$ cat config.mk
export PLATFORM = sky130hd
export DESIGN_NAME = mac2_unit
export DESIGN_NICKNAME = d
export VERILOG_FILES = /design/src/rtl/mac2_pkg.sv /design/src/rtl/mac2_mul.sv /design/src/rtl/mac2_seq.sv /design/src/rtl/mac2_addsub.sv /design/src/rtl/mac2_unit.sv
export SDC_FILE = /design/constraint.sdc
export NUM_CORES = 2
export LEC_CHECK = 0
export ABC_CLOCK_PERIOD_IN_PS = 23300
export BUFFER_PORTS_ARGS = -buffer_cell sky130_fd_sc_hd__buf_2
export CORE_ASPECT_RATIO = 2
export CORE_MARGIN = 5
export CORE_UTILIZATION = 34
export CTS_BUF_LIST = sky130_fd_sc_hd__clkbuf_8 sky130_fd_sc_hd__clkbuf_16
export DETAILED_ROUTE_END_ITERATION = 16
export PLACE_DENSITY = 0.48
export SYNTH_ARGS = -nofsm -noshare
export SYNTH_HDL_FRONTEND = slang
export SYNTH_SLANG_ARGS = --single-unit
$ cat constraint.sdc
create_clock -name clk -period 23.3 [get_ports clk]
set_input_delay 3.495 -clock clk [delete_from_list [all_inputs] [get_ports clk]]
set_output_delay 3.495 -clock clk [all_outputs]
set_load 0.05 [all_outputs]
$ cat src/rtl/mac2_pkg.sv
package mac2_pkg;

   typedef enum logic [2:0] {
      MAC_NONE  = 3'd0,
      MAC_MUL_S = 3'd1,
      MAC_MUL_U = 3'd2,
      MAC_ADD_S = 3'd3,
      MAC_ADD_U = 3'd4,
      MAC_SUB_S = 3'd5,
      MAC_SUB_U = 3'd6,
      MAC_RSVD  = 3'd7
   } mac_op_e;

   function automatic logic op_is_plain(mac_op_e op);
      return (op == MAC_MUL_S) || (op == MAC_MUL_U);
   endfunction

   function automatic logic op_is_accum(mac_op_e op);
      return (op == MAC_ADD_S) || (op == MAC_ADD_U) ||
             (op == MAC_SUB_S) || (op == MAC_SUB_U);
   endfunction

   function automatic logic op_is_signed(mac_op_e op);
      return (op == MAC_MUL_S) || (op == MAC_ADD_S) || (op == MAC_SUB_S);
   endfunction

   function automatic logic op_is_sub(mac_op_e op);
      return (op == MAC_SUB_S) || (op == MAC_SUB_U);
   endfunction

endpackage

$ cat src/rtl/mac2_mul.sv
module mac2_mul #(
   parameter int W         = 32,
   parameter int MUL_STYLE = 0
) (
   input  logic [W-1:0]   a,
   input  logic [W-1:0]   b,
   input  logic           signed_mode,
   output logic [2*W-1:0] prod
);
   localparam int PW = 2 * W;

   generate
      if (MUL_STYLE == 0) begin : g_ext
         logic signed [W:0]    ea;
         logic signed [W:0]    eb;
         logic signed [PW-1:0] full;
         assign ea   = {signed_mode & a[W-1], a};
         assign eb   = {signed_mode & b[W-1], b};
         assign full = ea * eb;
         assign prod = full;
      end else begin : g_corr
         logic [PW-1:0] uprod;
         logic [PW-1:0] fix_a;
         logic [PW-1:0] fix_b;
         assign uprod = {{W{1'b0}}, a} * {{W{1'b0}}, b};
         assign fix_a = (signed_mode && a[W-1]) ? {b, {W{1'b0}}} : '0;
         assign fix_b = (signed_mode && b[W-1]) ? {a, {W{1'b0}}} : '0;
         assign prod  = uprod - fix_a - fix_b;
      end
   endgenerate

endmodule

$ cat src/rtl/mac2_seq.sv
module mac2_seq #(
   parameter int PW         = 64,
   parameter bit HOLD_RESET = 1'b1
) (
   input  logic          clk,
   input  logic          rst_n,
   input  logic          flush,
   input  logic          start,
   input  logic          sub_in,
   input  logic [PW-1:0] prod_in,
   output logic          phase2,
   output logic          sub_q,
   output logic [PW-1:0] prod_q
);

   always_ff @(posedge clk or negedge rst_n) begin
      if (!rst_n) begin
         phase2 <= 1'b0;
         sub_q  <= 1'b0;
      end else if (flush) begin
         phase2 <= 1'b0;
      end else begin
         phase2 <= start;
         if (start) sub_q <= sub_in;
      end
   end

   generate
      if (HOLD_RESET) begin : g_rst
         always_ff @(posedge clk or negedge rst_n) begin
            if (!rst_n)     prod_q <= '0;
            else if (start) prod_q <= prod_in;
         end
      end else begin : g_norst
         always_ff @(posedge clk) begin
            if (start) prod_q <= prod_in;
         end
      end
   endgenerate

endmodule

$ cat src/rtl/mac2_addsub.sv
module mac2_addsub #(
   parameter int PW = 64
) (
   input  logic [PW-1:0] acc,
   input  logic [PW-1:0] prod,
   input  logic          sub,
   output logic [PW-1:0] sum
);
   logic [PW-1:0] operand;

   assign operand = sub ? ~prod : prod;
   assign sum     = acc + operand + {{(PW-1){1'b0}}, sub};

endmodule

$ cat src/rtl/mac2_unit.sv
module mac2_unit #(
   parameter int W          = 32,
   parameter int MUL_STYLE  = 0,
   parameter bit HOLD_RESET = 1'b1
) (
   input  logic           clk,
   input  logic           rst_n,
   input  logic           flush,
   input  logic           op_valid,
   input  logic [2:0]     op_code,
   input  logic [W-1:0]   src_a,
   input  logic [W-1:0]   src_b,
   input  logic [2*W-1:0] acc_in,
   output logic [2*W-1:0] acc_out,
   output logic           acc_we,
   output logic           stall_req
);
   import mac2_pkg::*;

   localparam int PW = 2 * W;

   generate
      if (W < 2) begin : g_bad_w
         $error("mac2_unit: W must be at least 2");
      end
      if (MUL_STYLE != 0 && MUL_STYLE != 1) begin : g_bad_style
         $error("mac2_unit: MUL_STYLE must be 0 or 1");
      end
   endgenerate

   mac_op_e       op;
   logic          phase2;
   logic          sub_q;
   logic          first;
   logic [PW-1:0] prod;
   logic [PW-1:0] prod_q;
   logic [PW-1:0] sum;

   assign op    = mac_op_e'(op_code);
   assign first = op_valid && op_is_accum(op) && !phase2 && !flush;

   mac2_mul #(.W(W), .MUL_STYLE(MUL_STYLE)) u_mul (
      .a           (src_a),
      .b           (src_b),
      .signed_mode (op_is_signed(op)),
      .prod        (prod)
   );

   mac2_seq #(.PW(PW), .HOLD_RESET(HOLD_RESET)) u_seq (
      .clk     (clk),
      .rst_n   (rst_n),
      .flush   (flush),
      .start   (first),
      .sub_in  (op_is_sub(op)),
      .prod_in (prod),
      .phase2  (phase2),
      .sub_q   (sub_q),
      .prod_q  (prod_q)
   );

   mac2_addsub #(.PW(PW)) u_addsub (
      .acc  (acc_in),
      .prod (prod_q),
      .sub  (sub_q),
      .sum  (sum)
   );

   assign stall_req = first;
   assign acc_we    = !flush && (phase2 || (op_valid && op_is_plain(op)));
   assign acc_out   = phase2 ? sum : prod;

endmodule

==> metrics.txt <==
outcome finished, final reports clean; most common cell after layout, fill and taps aside inv_1; count of input and output buffers 200; main area contributors after synthesis fa_1 (50%), inv_1 (9.5%), nand2_1 (7.8%); Initial Utilization 34.2%; Setup Viol. Count Final 0; clock root cell clkbuf_16; dpl hpwl 135000 um; Critical Path Start Type primary input; Worst-Skew Late Latency 0.37 ns; CTS tree yes; Placed Instances 6888; H-Tree Level Count 3; Mapped Avg Cell Area 8.75 um^2; WHS Path Cells 2; Max-cap violations 0; WL per Instance 24.1 um; vias per cell 5.17; CP max FO 18; EDFF count, synth 0; # DRC 0; initial antenna violation count 24; Final Hold Vio Count 0; Final Max Tran Viols 0; flip-flop and latch area 0.00166 mm^2; reg-to-reg startpoint u_seq.phase2; Top FF cell, synth dfrtp_1; crit path time final 17.22 ns; YS warnings 0; area leader, netlist fa_1; GPL Wtd Cong 0.922; num rows 189; r2r worst-path depth 8; Reg-to-Reg End u_seq.prod_q[63]; DR iter-0 viols 2060; Hold Path Sink u_seq.prod_q[6]; Top Ports 201; FMAX 58.1 MHz; CP Capture Type output pin; clk sink count 66; grt total ovfl 0; Mapped Cells 5179; Hold Crit Class reg -> reg; die area 0.141 mm^2; Die W 268 um; launch point of the worst hold path u_seq.prod_q[6]; commonest non-fill, non-tap cells in the layout inv_1 (1143), fa_1 (1126), nand2_1 (941), and2_1 (324), ha_1 (274); #FFs+latches synth 66; PostCTS Resize Cnt 0; pin count of the biggest net entering global routing 77; worst setup path class in -> out; Placeable Area 0.133 mm^2; hold slack 0.498 ns; R2R setup slack 19.87 ns; CTS Buffer Depth 2; FFs w/ async S/R, synth 100%; Yosys top cell area share 49.7%; final net count 6715; WL final 166000 um; Reg clk slew, reported paths 0.06 ns; Antenna Violating Nets Remaining 0; GR Util All Layers 23.5%; Die Ht 526 um; Layout area overhead 6.52%; Clock Skew 0.0140 ns; Syn Std Cell Area 0.0453 mm^2; Setup Total Neg Slack 0 ns; via count 35724; layout cell share with drive strength beyond 1 6.33%; RSZ-0062 raised after global routing false; area of the multi-input gates 0.0383 mm^2; transition time of the tightest slew-check pin 1.13 ns; DRT Pass-1 Iters 6; Synthesized Nets 6714; Final Non-Filler Cells 6912; vias in the first global route 40356; hold buffer count at CTS 0; # Post-CTS Setup Buffers 0; required time of the worst setup path 19.81 ns; first-pass GRT wire length 248000 um; fill count 13879; Yosys cell types 73; period utilization 73.9%; TritonCTS Buffers 9; post-synthesis sequential area ratio 3.64%; Critical Path AT 13.72 ns; Slew headroom 24.9%
[Yosys cell counts (31+ instances only)]
cell	count
a21oi_1	138
inv_1	1142
nor2_1	89
o21ai_0	170
nand2_1	941
and3_1	31
dfrtp_1	66
ha_1	274
xnor2_1	82
nand3_1	32
clkbuf_1	261
and2_1	324
a21o_1	86
fa_1	1126
xor2_1	111
[worst max-delay path by stage]
stage | from | end | slack (ns)
4_1_cts | op_code[0] | acc_out[63] | 5.98
3_3_place_gp | op_code[0] | acc_out[63] | 6.01
5_1_grt | op_code[0] | acc_out[60] | 5.62
3_5_place_dp | op_code[0] | acc_out[63] | 6.01
2_1_floorplan | op_code[0] | acc_out[62] | 7.60
6_report | op_code[0] | acc_out[60] | 6.08
[sequential cells by signal (all words and copies together), names as in the netlist]
name and cells:
u_seq.prod_q 64, u_seq.phase2 1, u_seq.sub_q 1
[layout make-up]
class / instances / area share (%)
Timing Repair Buffer: 269 / 3.15
Clock buffer: 9 / 0.467
Inverter: 1142 / 8.88
Sequential cell: 66 / 3.44
Antenna cell: 8 / 0.0415
Tap cell: 1719 / 4.46
Multi-Input combinational cell: 3692 / 79.4
Clock inverter: 7 / 0.143
[worst max-delay path: stages]
cell	delay, ns
buf_2	0.13
a21boi_2	0.17
buf_4	0.30
and2_1	0.80
nand2_1	0.20
inv_1	0.17
fa_1	0.48
fa_1	0.62
fa_1	0.55
inv_1	0.53
fa_1	0.55
fa_1	0.50
fa_1	0.51
fa_1	0.49
inv_1	0.05
fa_1	0.47
ha_1	0.51
nand2_1	0.23
nor3_1	0.48
and4_1	0.40
and4_1	0.22
o21ai_0	0.28
a21oi_1	0.32
o22a_1	0.22
a31oi_1	0.10
xor2_1	0.38
mux2i_1	0.24
buf_2	0.28
[through the flow]
| stage | area, um^2 | utilization, % | setup slack, ns |
|---|---|---|---|
| after floorplan | 45300 | - | 7.60 |
| after global placement | 48000 | 36.2 | 6.01 |
| after detailed placement | 48000 | 36.2 | 6.01 |
| after CTS | 48300 | 36.4 | 5.98 |
| after global routing | 48300 | 36.4 | 5.62 |
| final | 48300 | 36.4 | 6.08 |
[logic make-up (layout without fill, tap and decap cells)]
family	after synthesis	after routing	share of synthesized area, %
simple gates	1528	1528	15.4
buf+inv	1421	1427	11.8
fa+ha+maj	1400	1400	57.3
compound gates	547	547	7.62
xor+xnor	193	193	3.73
flops	66	66	3.64
mux	24	24	0.552
other cells	0	8	0
[metal layers]
metal,up-vias,GRT usage (%),share of wire (%)
li1,15351,-,-
met1,18649,23.4,32
met2,1202,46.7,57
met3,496,2.37,4.2
met4,26,12.5,7.0
met5,-,0,0.087
Power is not shown: default switching activity piles up to over one toggle a cycle in this logic, so the estimate is an artifact.
